==> config.mk <==
export PLATFORM = sky130hd
export DESIGN_NAME = crt_timing_ctrl
export DESIGN_NICKNAME = d
export VERILOG_FILES = /design/src/rtl/crt_pkg.sv /design/src/rtl/crt_regfile.sv /design/src/rtl/crt_hcount.sv /design/src/rtl/crt_vcount.sv /design/src/rtl/crt_addrgen.sv /design/src/rtl/crt_timing_ctrl.sv
export SDC_FILE = /design/constraint.sdc
export NUM_CORES = 1
export LEC_CHECK = 0
export BUFFER_PORTS_ARGS = -buffer_cell sky130_fd_sc_hd__buf_4
export CORE_UTILIZATION = 35
export DETAILED_ROUTE_END_ITERATION = 8
export GPL_TIMING_DRIVEN = 0
export SLEW_MARGIN = 0
export SYNTH_ARGS = -nofsm -noshare
export SYNTH_HDL_FRONTEND = slang
export SYNTH_SLANG_ARGS = --single-unit
export TNS_END_PERCENT = 100
==> constraint.sdc <==
create_clock -name clk -period 7.3 [get_ports clk]
set_input_delay 1.46 -clock clk [delete_from_list [all_inputs] [get_ports clk]]
set_output_delay 1.46 -clock clk [all_outputs]
set_load 0.05 [all_outputs]
==> src/rtl/crt_pkg.sv <==
`timescale 1ns/1ps
// Shared widths, register indices and the power-up geometry of the raster
// timing generator. Assumes an 8-bit host bus.
package crt_pkg;
    parameter int DATA_W  = 8;   // host data width
    parameter int IDX_W   = 4;   // index register width
    parameter int HCNT_W  = 8;   // character counter width
    parameter int ROW_W   = 7;   // character row counter width
    parameter int CELL_W  = 4;   // line-within-cell width
    parameter int SYNC_W  = 4;   // sync width / line count width
    parameter int ADDR_W  = 14;  // refresh address width

    localparam logic [IDX_W-1:0] IX_HTOTAL = 4'd0;
    localparam logic [IDX_W-1:0] IX_HDISP  = 4'd1;
    localparam logic [IDX_W-1:0] IX_HSPOS  = 4'd2;
    localparam logic [IDX_W-1:0] IX_HSWID  = 4'd3;
    localparam logic [IDX_W-1:0] IX_VTOTAL = 4'd4;
    localparam logic [IDX_W-1:0] IX_VDISP  = 4'd5;
    localparam logic [IDX_W-1:0] IX_VSROW  = 4'd6;
    localparam logic [IDX_W-1:0] IX_VSLEN  = 4'd7;
    localparam logic [IDX_W-1:0] IX_CELLH  = 4'd8;

    typedef struct packed {
        logic [HCNT_W-1:0] htotal;
        logic [HCNT_W-1:0] hdisp;
        logic [HCNT_W-1:0] hs_pos;
        logic [SYNC_W-1:0] hs_wid;
        logic [ROW_W-1:0]  vtotal;
        logic [ROW_W-1:0]  vdisp;
        logic [ROW_W-1:0]  vs_row;
        logic [SYNC_W-1:0] vs_len;
        logic [CELL_W-1:0] cell_max;
    } crt_cfg_t;

    // About 95 clocks per line and 24 rows of 9 lines per frame.
    localparam crt_cfg_t CFG_POWERUP = '{
        htotal:   8'd94, hdisp: 8'd80, hs_pos: 8'd82, hs_wid: 4'd8,
        vtotal:   7'd23, vdisp: 7'd20, vs_row: 7'd21, vs_len: 4'd3,
        cell_max: 4'd8
    };
endpackage

==> src/rtl/crt_regfile.sv <==
`timescale 1ns/1ps
// Host register file. Takes writes on the falling edge of the strobe as
// seen at the character clock, keeps line/frame geometry in staging
// registers until the frame boundary, applies the others at once.
// Assumes the strobe is slow against the character clock. Not reset:
// contents start from the power-up geometry and survive rst_n.
module crt_regfile
    import crt_pkg::*;
(
    input  logic              clk,
    input  logic              bus_en,
    input  logic              bus_sel,
    input  logic [DATA_W-1:0] bus_wdata,
    input  logic              commit,
    output crt_cfg_t          cfg
);
    logic              en_q    = 1'b0;
    logic [IDX_W-1:0]  index_q = '0;
    logic [HCNT_W-1:0] st_htotal = CFG_POWERUP.htotal;
    logic [HCNT_W-1:0] st_hs_pos = CFG_POWERUP.hs_pos;
    logic [SYNC_W-1:0] st_hs_wid = CFG_POWERUP.hs_wid;
    logic [ROW_W-1:0]  st_vtotal = CFG_POWERUP.vtotal;
    logic [ROW_W-1:0]  st_vs_row = CFG_POWERUP.vs_row;
    logic [SYNC_W-1:0] st_vs_len = CFG_POWERUP.vs_len;
    crt_cfg_t          cfg_q     = CFG_POWERUP;
    logic              wr_stb;
    logic              wr_data;

    assign wr_stb  = en_q & ~bus_en;
    assign wr_data = wr_stb & bus_sel;
    assign cfg     = cfg_q;

    // Delay the strobe one clock for falling-edge detection.
    always_ff @(posedge clk) begin
        en_q <= bus_en;
    end

    // Capture the index location.
    always_ff @(posedge clk) begin
        if (wr_stb && !bus_sel) index_q <= bus_wdata[IDX_W-1:0];
    end

    // Load the staging registers for frame-synchronous fields.
    always_ff @(posedge clk) begin
        if (wr_data) begin
            case (index_q)
                IX_HTOTAL: st_htotal <= bus_wdata[HCNT_W-1:0];
                IX_HSPOS:  st_hs_pos <= bus_wdata[HCNT_W-1:0];
                IX_HSWID:  st_hs_wid <= bus_wdata[SYNC_W-1:0];
                IX_VTOTAL: st_vtotal <= bus_wdata[ROW_W-1:0];
                IX_VSROW:  st_vs_row <= bus_wdata[ROW_W-1:0];
                IX_VSLEN:  st_vs_len <= bus_wdata[SYNC_W-1:0];
                default: ;
            endcase
        end
    end

    // Apply staged fields at the frame boundary, immediate fields on write.
    always_ff @(posedge clk) begin
        if (commit) begin
            cfg_q.htotal <= st_htotal;
            cfg_q.hs_pos <= st_hs_pos;
            cfg_q.hs_wid <= st_hs_wid;
            cfg_q.vtotal <= st_vtotal;
            cfg_q.vs_row <= st_vs_row;
            cfg_q.vs_len <= st_vs_len;
        end
        if (wr_data) begin
            case (index_q)
                IX_HDISP: cfg_q.hdisp    <= bus_wdata[HCNT_W-1:0];
                IX_VDISP: cfg_q.vdisp    <= bus_wdata[ROW_W-1:0];
                IX_CELLH: cfg_q.cell_max <= bus_wdata[CELL_W-1:0];
                default: ;
            endcase
        end
    end
endmodule

==> src/rtl/crt_hcount.sv <==
`timescale 1ns/1ps
// Character counter for one scan line: counts 0..htotal, flags the line end,
// the displayed part and the horizontal sync window. Assumes htotal only
// changes at a line end.
module crt_hcount
    import crt_pkg::*;
(
    input  logic              clk,
    input  logic              rst_n,
    input  logic [HCNT_W-1:0] htotal,
    input  logic [HCNT_W-1:0] hdisp,
    input  logic [HCNT_W-1:0] hs_pos,
    input  logic [SYNC_W-1:0] hs_wid,
    output logic [HCNT_W-1:0] hcnt,
    output logic              line_end,
    output logic              h_active,
    output logic              hs_raw
);
    localparam int EXT_W = HCNT_W + 1;
    logic [HCNT_W-1:0] hcnt_q;
    logic [EXT_W-1:0]  hs_end;

    assign hcnt     = hcnt_q;
    assign line_end = (hcnt_q >= htotal);
    assign h_active = (hcnt_q < hdisp);
    assign hs_end   = EXT_W'(hs_pos) + EXT_W'(hs_wid);
    assign hs_raw   = (hcnt_q >= hs_pos) && (EXT_W'(hcnt_q) < hs_end);

    // Advance the character position, wrapping after the line total.
    always_ff @(posedge clk) begin
        if (!rst_n)        hcnt_q <= '0;
        else if (line_end) hcnt_q <= '0;
        else               hcnt_q <= hcnt_q + 1'b1;
    end

    // the count never passes the line total.
    a_r4_hcount_in_range: assert property (@(posedge clk) disable iff (!rst_n)
        hcnt_q <= htotal);
endmodule

==> src/rtl/crt_vcount.sv <==
`timescale 1ns/1ps
// Vertical timing: line within the cell, character row, frame end and a
// line counter for vertical sync. Steps once per line end.
module crt_vcount
    import crt_pkg::*;
(
    input  logic              clk,
    input  logic              rst_n,
    input  logic              line_end,
    input  logic [CELL_W-1:0] cell_max,
    input  logic [ROW_W-1:0]  vtotal,
    input  logic [ROW_W-1:0]  vdisp,
    input  logic [ROW_W-1:0]  vs_row,
    input  logic [SYNC_W-1:0] vs_len,
    output logic [CELL_W-1:0] cell_line,
    output logic              row_end,
    output logic              frame_end,
    output logic              v_active,
    output logic              vs_raw
);
    logic [CELL_W-1:0] cell_q;
    logic [ROW_W-1:0]  row_q;
    logic [ROW_W-1:0]  row_next;
    logic [SYNC_W-1:0] vs_left_q;
    logic              last_row;

    assign cell_line = cell_q;
    assign row_end   = (cell_q >= cell_max);
    assign last_row  = (row_q >= vtotal);
    assign frame_end = line_end && row_end && last_row;
    assign v_active  = (row_q < vdisp);
    assign vs_raw    = (vs_left_q != '0);

    // Row the next line belongs to.
    always_comb begin
        if (!row_end)      row_next = row_q;
        else if (last_row) row_next = '0;
        else               row_next = row_q + 1'b1;
    end

    // Step cell line and character row at every line end.
    always_ff @(posedge clk) begin
        if (!rst_n) begin
            cell_q <= '0;
            row_q  <= '0;
        end else if (line_end) begin
            cell_q <= row_end ? '0 : cell_q + 1'b1;
            row_q  <= row_next;
        end
    end

    // Count down the remaining vertical sync lines.
    always_ff @(posedge clk) begin
        if (!rst_n) begin
            vs_left_q <= '0;
        end else if (line_end) begin
            if (row_end && (row_next == vs_row)) vs_left_q <= vs_len;
            else if (vs_left_q != '0)           vs_left_q <= vs_left_q - 1'b1;
        end
    end

    // vertical sync starts on the first line of a cell.
    a_r7_vsync_cell_start: assert property (@(posedge clk) disable iff (!rst_n)
        $rose(vs_raw) |-> (cell_q == '0));
endmodule

==> src/rtl/crt_addrgen.sv <==
`timescale 1ns/1ps
// Refresh address: runs across the displayed part of a line, restarts at
// the row start on each line and moves the row start on by the displayed
// width at each new character row; returns to 0 at the frame end.
module crt_addrgen
    import crt_pkg::*;
(
    input  logic              clk,
    input  logic              rst_n,
    input  logic              line_end,
    input  logic              row_end,
    input  logic              frame_end,
    input  logic              h_active,
    input  logic [HCNT_W-1:0] hdisp,
    output logic [ADDR_W-1:0] addr
);
    logic [ADDR_W-1:0] addr_q;
    logic [ADDR_W-1:0] row_start_q;
    logic [ADDR_W-1:0] next_start;

    assign addr       = addr_q;
    assign next_start = row_start_q + ADDR_W'(hdisp);

    // Track the row start and the running refresh address.
    always_ff @(posedge clk) begin
        if (!rst_n) begin
            addr_q      <= '0;
            row_start_q <= '0;
        end else if (line_end) begin
            if (frame_end) begin
                addr_q      <= '0;
                row_start_q <= '0;
            end else if (row_end) begin
                addr_q      <= next_start;
                row_start_q <= next_start;
            end else begin
                addr_q      <= row_start_q;
            end
        end else if (h_active) begin
            addr_q <= addr_q + 1'b1;
        end
    end

    // inside the displayed part the address steps by exactly one.
    a_r5_addr_step: assert property (@(posedge clk) disable iff (!rst_n)
        (h_active && !line_end) |=> (addr_q == $past(addr_q) + 1'b1));
endmodule

==> src/rtl/crt_timing_ctrl.sv <==
`timescale 1ns/1ps
// Top of the raster timing generator. Joins register file, horizontal and
// vertical counters and address generator, and registers every output so
// that reset can force them low. Assumes clk is the character clock.
module crt_timing_ctrl
    import crt_pkg::*;
(
    input  logic              clk,
    input  logic              rst_n,
    input  logic              bus_en,
    input  logic              bus_sel,
    input  logic [7:0]        bus_wdata,
    output logic              hsync,
    output logic              vsync,
    output logic              disp_en,
    output logic [13:0]       mem_addr,
    output logic [3:0]        row_addr
);
    crt_cfg_t          cfg;
    logic [HCNT_W-1:0] hcnt;
    logic              line_end, h_active, hs_raw;
    logic [CELL_W-1:0] cell_line;
    logic              row_end, frame_end, v_active, vs_raw;
    logic              commit;
    logic [ADDR_W-1:0] addr;

    assign commit = frame_end & rst_n;

    crt_regfile u_regs (
        .clk(clk), .bus_en(bus_en), .bus_sel(bus_sel),
        .bus_wdata(bus_wdata), .commit(commit), .cfg(cfg)
    );

    crt_hcount u_hcnt (
        .clk(clk), .rst_n(rst_n), .htotal(cfg.htotal), .hdisp(cfg.hdisp),
        .hs_pos(cfg.hs_pos), .hs_wid(cfg.hs_wid), .hcnt(hcnt),
        .line_end(line_end), .h_active(h_active), .hs_raw(hs_raw)
    );

    crt_vcount u_vcnt (
        .clk(clk), .rst_n(rst_n), .line_end(line_end),
        .cell_max(cfg.cell_max), .vtotal(cfg.vtotal), .vdisp(cfg.vdisp),
        .vs_row(cfg.vs_row), .vs_len(cfg.vs_len), .cell_line(cell_line),
        .row_end(row_end), .frame_end(frame_end), .v_active(v_active),
        .vs_raw(vs_raw)
    );

    crt_addrgen u_addr (
        .clk(clk), .rst_n(rst_n), .line_end(line_end), .row_end(row_end),
        .frame_end(frame_end), .h_active(h_active), .hdisp(cfg.hdisp),
        .addr(addr)
    );

    // Register the outputs; hold them low during reset.
    always_ff @(posedge clk) begin
        if (!rst_n) begin
            hsync    <= 1'b0;
            vsync    <= 1'b0;
            disp_en  <= 1'b0;
            mem_addr <= '0;
            row_addr <= '0;
        end else begin
            hsync    <= hs_raw;
            vsync    <= vs_raw;
            disp_en  <= h_active & v_active;
            mem_addr <= addr;
            row_addr <= cell_line;
        end
    end

    // one clock of reset leaves every output low.
    a_r2_outputs_low: assert property (@(posedge clk)
        !rst_n |=> (!hsync && !vsync && !disp_en && mem_addr == '0 && row_addr == '0));

    // sync only appears at or after the programmed start.
    a_r6_hsync_after_start: assert property (@(posedge clk) disable iff (!rst_n)
        hsync |-> ($past(hcnt) >= $past(cfg.hs_pos)));

    // line and frame totals move only at a frame boundary.
    a_r9_totals_at_frame_end: assert property (@(posedge clk) disable iff (!rst_n)
        (!$stable(cfg.htotal) || !$stable(cfg.vtotal)) |-> $past(commit));
endmodule

== Word level (Yosys, flattened, before mapping) ==
Index checks and enable logic that the tools add are counted.

* Output and inout port bits: 21
* Input bits: 12
* Word-level logic and storage cells: 87
* Register bits: 172

* Equal/unequal tests: 9
* $add $sub $neg: 7
* Multiplexer cells: 9
* Reduce and logical (&&, ||, !) cells: 21
* $lt $le $gt $ge: 7
* Bitwise logic cells: 6

{| class="wikitable"
|+ Operators with widths
! operator !! count
|-
| 2-to-1 mux 14 bit || 4
|-
| AND reduction 2 bit || 10
|-
| == test 4 x 3 -> 1 bit (second input constant) || 4
|-
| greater-or-equal comparator 8 bit || 2
|-
| adder 14 x 1 -> 14 bit (second input constant) || 1
|-
| adder 14 x 8 -> 14 bit || 1
|-
| 2-to-1 mux 7 bit || 2
|-
| 2-to-1 mux 4 bit || 3
|-
| adder 8 x 4 -> 9 bit || 1
|-
| < comparator 8 x 9 -> 1 bit || 1
|-
| adder 8 x 1 -> 8 bit (second input constant) || 1
|-
| == test 4 x 2 -> 1 bit (second input constant) || 2
|-
| < comparator 8 bit || 1
|-
| adder 7 x 1 -> 7 bit (second input constant) || 1
|-
| == test 7 bit || 1
|-
| greater-or-equal comparator 7 bit || 1
|-
| < comparator 7 bit || 1
|-
| logical AND 1 bit || 5
|-
| adder 4 x 1 -> 4 bit (second input constant) || 1
|-
| AND 1 bit || 4
|-
| == test 4 x 1 -> 1 bit (second input constant) || 1
|-
| == test 4 bit (second input constant) || 1
|-
| greater-or-equal comparator 4 bit || 1
|-
| zero test 4 bit || 1
|-
| other kinds (6) || 8
|}

== Longest topological paths before layout ==
Gate-level depths: netlist of the first run.

* Depth in word-level cells: 7
* Gate-level depth with buffers: 13
* Gate-level depth less buffers: 11

== By module ==
From an unflattened synthesis of the first run, not the netlist that was laid out.

* Cells, all modules: 738
* Area, all modules: 8,329.2 um^2

{| class="wikitable"
|+ By module, submodules not included
! module !! cells an instance !! area an instance (um^2) !! times used !! sequential area each (um^2)
|-
| crt_regfile || 116 || 3,111.7 || 1 || 2,992.9
|-
| crt_addrgen || 220 || 1,808.0 || 1 || 560.5
|-
| crt_vcount || 208 || 1,595.3 || 1 || 300.3
|-
| crt_hcount || 149 || 1,213.7 || 1 || 160.2
|-
| crt_timing_ctrl || 45 || 600.6 || 1 || 420.4
|}

== Worst setup path after synthesis of the first run ==
Ideal clock, no wire load.

* Path kind: in2reg
* From: input port rst_n
* To: register, netlist name u_regs.cfg[10]
* Library setup time: 0.480 ns
* Stages on the path: 3
* Data arrival time: 4.647 ns
* Buffers on the path: 1
* Slack: 2.173 ns
* Required time: 6.820 ns
* Path through: clkbuf_1 clkinv_1 nor3_1

* Longest elaborated chain between the ends: 1

{| class="wikitable"
|+ RTL lines
! what !! RTL line !! text
|-
| from (decl) || crt_timing_ctrl.sv:9 || <nowiki>input logic rst_n,</nowiki>
|-
| AND 1 bit || crt_timing_ctrl.sv:27 || <nowiki>assign commit = frame_end & rst_n;</nowiki>
|-
| named net commit || crt_timing_ctrl.sv:24 || <nowiki>logic commit;</nowiki>
|}

The timed path passes the listed nets, and every way through them passes these cells.
A chain may end at the register's enable or synchronous reset.

== Worst setup path in the final report of the first run ==
* From: register u_hcnt.hcnt_q[0] (netlist: u_hcnt.hcnt[0])
* To: register, netlist name u_regs.cfg[32]

* Longest elaborated chain between the ends: 4

{| class="wikitable"
|+ RTL lines
! what !! RTL line !! text
|-
| from (decl) || crt_hcount.sv:20 || <nowiki>logic [HCNT_W-1:0] hcnt_q;</nowiki>
|-
| from (signal assigned) || crt_hcount.sv:33 || <nowiki>else hcnt_q <= hcnt_q + 1'b1;</nowiki>
|-
| greater-or-equal comparator 8 bit || crt_hcount.sv:24 || <nowiki>assign line_end = (hcnt_q >= htotal);</nowiki>
|-
| logical AND 1 bit (2 in series) || crt_vcount.sv:30 || <nowiki>assign frame_end = line_end && row_end && last_row;</nowiki>
|-
| AND 1 bit || crt_timing_ctrl.sv:27 ||
|-
| named net commit || crt_timing_ctrl.sv:24 ||
|}

The timed path passes the listed nets, and every way through them passes these cells.

==> summary.txt, run 1 <==
Critical path
  – Cell mode on critical path: clkbuf_1
  – Crit-path max cell delay: 810 ps
  – Sequence of cells on the critical path: inv_1, ha_1, nand2b_1, a21o_1, a21oi_1, o211a_1, a21o_1, clkbuf_1, clkbuf_1, clkbuf_1, nor3_2, buf_6, buf_6
  – Crit path max-delay cell type: nor3_2
  – CP delay by family, top: buffers and inverters
  – CP startpoint kind: flip-flop
  – Worst setup EP type: flip-flop
  – Required @ worst endpoint: 7440 ps
  – CP Max Fanout: 12
  – Worst Path Arrival: 4190 ps
  – WS Path Type: reg2reg
  – Buf+Inv Stages, Crit Path: 6

STA
  – Setup violators final: 0
  – Fmax achieved: 247 MHz
  – Period utilization: 0.555
  – RSZ-0062 raised after global routing: false
  – Max Clock Skew: 11.7 ps
  – Period minus WS final: 4050 ps
  – Pins over their slew limit: 0
  – Final Hold Vio Count: 0
  – Slew @ Worst Pin: 1350 ps
  – Worst rel slew slack: 0.0934
  – Total negative slack: 0 ps

Floorplanning
  – Full die area: 0.0240 mm^2
  – Std cell rows: 55
  – Core area: 0.0228 mm^2
  – Initial core utilization: 0.360
  – IO Pins: 33
  – DIE HEIGHT: 155 um
  – Die Wd: 155 um

Power and ir drop
  – Max IR drop VDD: 0.146 mV
  – Psw: 442 uW
  – Clock Power Share: 0.467
  – Int Pwr: 1590 uW
  – Pwr/cell area: 214 mW/mm^2
  – Logic pwr share: 0.025
  – Sw Share: 0.218
  – Leakage: 0.00371 uW
  – Share of power burned in registers: 0.508

CTS
  – Post-CTS sizing: 0
  – CTS H-tree lvls: 4
  – CTS sink count: 172
  – Hold Buf Count CTS: 0
  – CTS buffer count: 17
  – TritonCTS clock tree: yes
  – Post-CTS setup buffer count: 0
  – Skew-Pair Late Insertion Delay: 440 ps
  – Clock Path Buffers: 2
  – CTS clk-pin slew, worst paths: 70 ps
  – Root Buffer: clkbuf_16

Job
  – Number of max-cap violations: 0

Synth
  – EDFF count, synth: 99
  – Synthesized area: 0.00820 mm^2
  – Yosys warns: 0
  – Synth Instances: 751
  – Async SR Flop Fraction: 0
  – Yosys reg bits: 172
  – Top FF cell, synth: edfxtp_1
  – Register area share after synthesis: 0.541
  – Distinct cells, synth: 66
  – Syn Nets: 830
  – Mean Syn Cell Area: 10.9 um^2

GRT
  – First-pass GRT wire length: 29300 um
  – Vias in the first global route: 5444
  – Largest net degree at the start of global routing: 17
  – Gr usage total: 0.159
  – Initial antenna violation count: 0
  – Gr ovfl total: 0

Status
  – Status: finished clean

Drt
  – Routed length per instance: 15.8 um
  – Post-route ant nets: 0
  – Residual DRC count: 0
  – Final wirelength: 17900 um
  – First-pass detailed-route iteration total: 5
  – Iter 0 DRT Violations: 324
  – Vias per inst: 4.93
  – Via count: 5581

Place
  – DP Cell Count: 1099
  – Post-DP HPWL: 12500 um
  – GP Congestion: 0.857
  – IO Port Bufs: 31

Finish
  – Net count, final: 884
  – Fill count: 2155
  – Area growth from synthesis to layout: 15.8%
  – Share of post-route cells with drive strength above 1: 0.0978
  – Final std cells w/o fill: 1131
  – Diode count: 0

Hold path
  – HP Class: reg2reg
-- final cells by class --
cell class | instances | area, um^2 | share of cell area
Buffer | 21 | 82.6 | 0.00870
Sequential cell | 172 | 4430 | 0.467
Tap cell | 313 | 392 | 0.0412
Inverter | 57 | 214 | 0.0225
Timing Repair Buffer | 35 | 274 | 0.0289
Multi-Input combinational cell | 501 | 3480 | 0.367
Clock inverter | 14 | 186 | 0.0196
Clock buffer | 18 | 429 | 0.0452
-- path summary, 6_finish.rpt --
check                                              startpoint                        to  slack, ps  cells past startpoint
worst min-delay path            u_regs.st_vs_row[1]$_DFFE_PP_   u_regs.cfg[9]$_DFFE_PP_        410                      0
worst min register to register  u_regs.st_vs_row[1]$_DFFE_PP_   u_regs.cfg[9]$_DFFE_PP_        410                      0
worst max register to register      u_hcnt.hcnt[0]$_SDFF_PP0_  u_regs.cfg[32]$_DFFE_PP_       3250                     13
worst max-delay path                u_hcnt.hcnt[0]$_SDFF_PP0_  u_regs.cfg[32]$_DFFE_PP_       3250                     13
-- synthesized netlist by cell type, types with 3 or more instances --
cell type	n	area share
or3_1	4	0.0031
buf_2	3	0.0018
nand2b_1	9	0.0069
a21boi_0	10	0.0092
a21o_1	18	0.016
nand3_1	31	0.019
ha_1	65	0.099
a211o_1	3	0.0032
and2_1	25	0.019
nand4_1	4	0.0031
and3_1	11	0.0084
xnor2_1	21	0.022
inv_1	56	0.026
o211a_1	5	0.0061
o211ai_1	3	0.0027
nor2_1	50	0.023
a21oi_1	38	0.023
or2_2	4	0.0031
o22ai_1	7	0.0053
o21ai_0	35	0.021
nor3_1	20	0.012
nor4_1	6	0.0046
clkbuf_1	18	0.0082
nor2b_1	9	0.0069
dfxtp_1	73	0.18
xor2_1	11	0.012
edfxtp_1	99	0.36
and4_1	3	0.0032
nor3b_1	5	0.0046
nand3b_1	4	0.0037
o21a_1	3	0.0027
a211oi_1	8	0.0073
nand2_1	43	0.020
o31ai_1	7	0.0064
-- placed cells by master, fill, tap and decap left out, drive strengths merged, types with 5 or more instances in the layout --
master	instances
o31ai	7
o21ai	35
nor2b	9
a21boi	10
nor2	50
nor3	20
and3	11
edfxtp	99
inv	59
nor3b	5
ha	65
clkbuf	36
buf	38
o211a	5
a211oi	8
o22ai	7
dfxtp	73
nor4	6
a21oi	39
xnor2	21
nand3	31
nand2	43
xor2	11
a21o	18
clkinv	7
and2	26
nand2b	9
or3	5
-- worst reg2reg max path: stages, from the launching register on --
cell      delay [ps]
dfxtp_1          480
inv_1            120
ha_1             280
nand2b_1         100
a21o_1           120
a21oi_1           70
o211a_1          250
a21o_1           180
clkbuf_1         240
clkbuf_1         310
clkbuf_1         330
nor3_2           810
buf_6            270
buf_6            190
-- per-layer routing --
layer,GRT usage,vias up,share of wire
met3,0.0376,22,0.038
met2,0.257,113,0.46
met4,0.0519,0,0.016
met5,0,-,0
li1,-,2845,-
met1,0.211,2601,0.49
-- per-stage QoR --
step	util	total power [uW]	hold slack (ps)	instance area [um^2]	setup WS, ps
CTS	0.417	2050	420	9490	3190
global placement	0.387	1100	401	8830	199
detailed placement	0.390	1110	405	8880	3230
floorplan	-	1080	400	8200	2170
finish	0.417	2030	415	9490	3250
global route	0.417	2090	426	9490	3000
-- logic make-up after synthesis --
kind of cell    Yosys count  synth area share
simple gates            237             0.150
flops                   172             0.541
compound gates          164             0.134
buf+inv                  78            0.0362
fa+ha+maj                67             0.104
xor+xnor                 32            0.0342
mux                       1           0.00122
-- sequential cells by signal, indices dropped and copies added, names as in the netlist, 7 cells and up --
signal              cells
mem_addr               14
u_addr.addr            14
u_addr.row_start_q     14
u_hcnt.hcnt             8
u_regs.cfg             57
u_regs.st_hs_pos        8
u_regs.st_htotal        8
u_regs.st_vs_row        7
u_regs.st_vtotal        7
u_vcnt.row_q            7
-- power groups by stage --
stage          Combinational [uW]  Clock (uW)  Sequential, uW
3_3_place_gp                 50.6           0            1050
5_1_grt                      56.7        1000            1030
2_1_floorplan                23.2           0            1060
6_report                     50.4         949            1030
3_5_place_dp                 51.0           0            1050
4_1_cts                      51.5         966            1030
Note: power is estimated with default switching activity, not from simulation.
==> run 2: changes to the inputs <==
--- a/config.mk
+++ b/config.mk
@@ -5,6 +5,7 @@
 export SDC_FILE = /design/constraint.sdc
 export NUM_CORES = 1
 export LEC_CHECK = 0
+export ABC_AREA = 1
 export BUFFER_PORTS_ARGS = -buffer_cell sky130_fd_sc_hd__buf_4
 export CORE_UTILIZATION = 35
 export DETAILED_ROUTE_END_ITERATION = 8
==> constraint.sdc (replaced) <==
create_clock -name clk -period 3.7 [get_ports clk]
set_input_delay 0.74 -clock clk [delete_from_list [all_inputs] [get_ports clk]]
set_output_delay 0.74 -clock clk [all_outputs]
set_load 0.05 [all_outputs]
==> run 2 against run 1 <==
Against the previous run:
- core utilization down 0.27 points
- fmax up 29%
- flip-flop and latch count unchanged
- critical path depth down 4
- worst setup slack worse by 2700 ps
- power up 93%
- sequential power up 98%
==> summary.txt, run 2 <==
Finish
  – Share of post-route cells with drive strength above 1: 0.114 (was 0.0978)
  – Net count, final: 969 (was 884)
  – Fill count: 2208 (was 2155)
  – Diode count: 0 (unchanged)
  – Largest register FFs: 57 (unchanged)
  – FF/Latch Area: 0.00443 mm^2 (unchanged)
  – Area of the multi-input gates: 0.00318 mm^2 (was 0.00348 mm^2)
  – Post-Layout Inst Area: 0.00943 mm^2 (was 0.00949 mm^2)
  – Area growth from synthesis to layout: 15.6% (was 15.8%)
  – Most common cell after layout, fill and taps aside: nand2_1 (was edfxtp_1)
  – Most frequent cells in the layout: 150 x nand2_1, 127 x inv_1, 99 x edfxtp_1 (was 99 x edfxtp_1, 73 x dfxtp_1, 65 x ha_1)

GRT
  – Initial antenna violation count: 0 (unchanged)
  – Gr ovfl total: 0 (unchanged)
  – Vias in the first global route: 5442 (was 5444)
  – First-pass GRT wire length: 27500 um (was 29300 um)
  – Gr usage total: 0.151 (was 0.159)
  – Largest net degree at the start of global routing: 31 (was 17)

Power and ir drop
  – Share of power burned in registers: 0.521 (was 0.508)
  – Leakage: 0.00406 uW (was 0.00371 uW)
  – Psw: 943 uW (was 442 uW)
  – Logic pwr share: 0.028 (was 0.025)
  – Pwr/cell area: 415 mW/mm^2 (was 214 mW/mm^2)
  – Clock Power Share: 0.452 (was 0.467)
  – Int Pwr: 2970 uW (was 1590 uW)
  – Max IR drop VDD: 0.306 mV (was 0.146 mV)
  – Sw Share: 0.241 (was 0.218)

Synth
  – Syn Nets: 917 (was 830)
  – Count leader, synth: nand2_1 (was edfxtp_1)
  – Top FF cell, synth: edfxtp_1 (unchanged)
  – Synthesized area: 0.00816 mm^2 (was 0.00820 mm^2)
  – Synth top area cells: edfxtp_1 36%, dfxtp_1 18%, ha_1 10% (was edfxtp_1 36%, dfxtp_1 18%, ha_1 9.9%)
  – Register area share after synthesis: 0.543 (was 0.541)
  – Mean Syn Cell Area: 9.74 um^2 (was 10.9 um^2)
  – Synth Instances: 838 (was 751)
  – Yosys warns: 0 (unchanged)
  – Top post-synthesis cells by count: 150 x nand2_1, 127 x inv_1, 99 x edfxtp_1 (was 99 x edfxtp_1, 73 x dfxtp_1, 65 x ha_1)
  – Yosys reg bits: 172 (unchanged)
  – EDFF count, synth: 99 (unchanged)
  – Synth area leader: edfxtp_1 (unchanged)
  – Async SR Flop Fraction: 0 (unchanged)
  – Distinct cells, synth: 47 (was 66)
  – Share of the synthesized area in the top cell type: 0.364 (was 0.362)

Place
  – Post-DP HPWL: 12100 um (was 12500 um)
  – IO Port Bufs: 32 (was 31)
  – Worst slack, placed: 565 ps (was 3230 ps)
  – Cell Area, Placed: 0.00884 mm^2 (was 0.00888 mm^2)
  – GP Congestion: 0.813 (was 0.857)

CTS
  – Root Buffer: clkbuf_16 (unchanged)
  – Post-CTS setup buffer count: 0 (unchanged)
  – Post-CTS sizing: 0 (unchanged)
  – CTS sink count: 172 (unchanged)
  – Skew-Pair Late Insertion Delay: 440 ps (about the same)
  – Hold Buf Count CTS: 0 (unchanged)
  – CTS H-tree lvls: 4 (unchanged)
  – TritonCTS clock tree: yes (unchanged)
  – CTS clk-pin slew, worst paths: 80 ps (was 70 ps)
  – Clock Path Buffers: 2 (unchanged)
  – CTS buffer count: 17 (unchanged)

Drt
  – Final wirelength: 16800 um (was 17900 um)
  – Iter 0 DRT Violations: 249 (was 324)
  – Via count: 5677 (was 5581)
  – Routed length per instance: 13.9 um (was 15.8 um)
  – Residual DRC count: 0 (unchanged)
  – Vias per inst: 4.67 (was 4.93)
  – Post-route ant nets: 0 (unchanged)
  – First-pass detailed-route iteration total: 5 (unchanged)

STA
  – Fmax achieved: 318 MHz (was 247 MHz)
  – Final Hold Vio Count: 0 (unchanged)
  – Worst hold margin: 418 ps (was 415 ps)
  – Max Clock Skew: 15.2 ps (was 11.7 ps)
  – Pins over their slew limit: 0 (unchanged)
  – Setup ws final: 556 ps (was 3250 ps)
  – Worst rel slew slack: 0.337 (was 0.0934)
  – Setup violators final: 0 (unchanged)
  – Slew @ Worst Pin: 986 ps (was 1350 ps)
  – Period minus WS final: 3140 ps (was 4050 ps)
  – RSZ-0062 raised after global routing: false (unchanged)
  – Period utilization: 0.850 (was 0.555)

Critical path
  – Reg2reg start: u_hcnt.hcnt[5]$_SDFF_PP0_ (was u_hcnt.hcnt[0]$_SDFF_PP0_)
  – R2R Path End: u_regs.cfg[53]$_DFFE_PP_ (was u_regs.cfg[32]$_DFFE_PP_)
  – Worst setup EP type: flip-flop (unchanged)
  – Worst Reg-to-Reg Cells: 9 (was 13)
  – Worst Path Arrival: 3270 ps (was 4190 ps)
  – R2r setup slk: 560 ps (was 3250 ps)
  – CP Max Fanout: 30 (was 12)
  – CP startpoint kind: flip-flop (unchanged)
  – WS Path Type: reg2reg (unchanged)
  – Required @ worst endpoint: 3830 ps (was 7440 ps)

Floorplanning
  – Core area: 0.0228 mm^2 (unchanged)
  – DIE HEIGHT: 155 um (about the same)
  – Std cell rows: 55 (unchanged)
  – Die Wd: 155 um (about the same)
  – IO Pins: 33 (unchanged)
  – Full die area: 0.0239 mm^2 (was 0.0240 mm^2)
  – Initial core utilization: 0.358 (was 0.360)

Job
  – Number of max-cap violations: 0 (unchanged)

Hold path
  – Hold path startpoint: u_regs.st_hs_pos[7]$_DFFE_PP_ (was u_regs.st_vs_row[1]$_DFFE_PP_)
  – WHS Path Cells: 0 (unchanged)
  – Worst Hold End: u_regs.cfg[40]$_DFFE_PP_ (was u_regs.cfg[9]$_DFFE_PP_)
  – HP Class: reg2reg (unchanged)

Status
  – Status: finished clean (unchanged)
[run 2: cell count changes after synthesis, sizes merged, moves of 11 or more]
| cell | delta |
|---|---|
| nand2 | +118 |
| a21oi | +16 |
| and2 | -26 |
| and3 | -11 |
| a21o | -17 |
| nand4 | +14 |
| xnor2 | -14 |
| inv | +77 |
[run 2: layout make-up]
class | instances | share of cell area
inverters | 135 | 0.0540
clock buffers | 18 | 0.0455
repair buffers | 33 | 0.0276
flip-flops and latches | 172 | 0.470
plain buffers | 14 | 0.00769
clock inverters | 14 | 0.0167
well taps | 313 | 0.0415
multi-input cells | 517 | 0.337
[run 2: worst max path at each step]
stage	from	endpoint	slack, ps	cells after the start
final	u_hcnt.hcnt[5]$_SDFF_PP0_	u_regs.cfg[53]$_DFFE_PP_	560	9
after global routing	u_hcnt.hcnt[7]$_SDFF_PP0_	u_regs.cfg[7]$_DFFE_PP_	350	9
after CTS	u_hcnt.hcnt[5]$_SDFF_PP0_	u_regs.cfg[7]$_DFFE_PP_	550	9
after detailed placement	u_hcnt.hcnt[5]$_SDFF_PP0_	u_regs.cfg[31]$_DFFE_PP_	560	9
after global placement	u_hcnt.hcnt[5]$_SDFF_PP0_	u_regs.cfg[34]$_DFFE_PP_	-1360	8
after floorplan	u_hcnt.hcnt[7]$_SDFF_PP0_	u_regs.cfg[10]$_DFFE_PP_	80	8
[run 2: layer usage]
| metal | up-vias | wire length [um] | part of all wire | track usage |
|---|---|---|---|---|
| met5 | - | 0 | 0 | 0 |
| met4 | 0 | 225 | 0.013 | 0.0471 |
| met3 | 13 | 732 | 0.043 | 0.0395 |
| met2 | 93 | 7880 | 0.47 | 0.249 |
| met1 | 2638 | 8010 | 0.48 | 0.193 |
| li1 | 2933 | - | - | - |
[run 2: cells by family after synthesis]
kind of cell | count (synthesis) | synth area share
and+or+nand+nor | 297 | 0.167
DFF | 172 | 0.543
adders and majority gates | 67 | 0.105
xor gates and xnor gates | 25 | 0.0268
AOI/OAI and AO/OA | 128 | 0.0872
buffers and inverters | 149 | 0.0713
[run 2: worst max-delay path: stages, from the launching register on]
cell and delay, ps:
dfxtp_1 410, ha_1 340, a21oi_1 60, o21ai_0 210
a21oi_1 90, nand2_2 200, buf_1 430, nand2_1 430
nor2_4 400, buf_12 250
[run 2: per-stage QoR]
stage | total power (uW) | std cells | setup TNS (ps) | utilization
5_1_grt | 4040 | 1216 | 0 | 0.414
3_5_place_dp | 2190 | 1184 | 0 | 0.388
6_report | 3910 | 1216 | 0 | 0.414
4_1_cts | 3950 | 1216 | 0 | 0.414
3_3_place_gp | 2190 | 1183 | -51720 | 0.386
2_1_floorplan | 2140 | 838 | 0 | -
[run 2: power by group through the flow]
| stage | combinational, uW | clock (uW) | sequential (uW) |
|---|---|---|---|
| 6_report | 108 | 1770 | 2040 |
| 5_1_grt | 122 | 1880 | 2040 |
| 4_1_cts | 110 | 1800 | 2040 |
| 3_5_place_dp | 109 | 0 | 2080 |
| 3_3_place_gp | 106 | 0 | 2080 |
| 2_1_floorplan | 51.3 | 0 | 2090 |
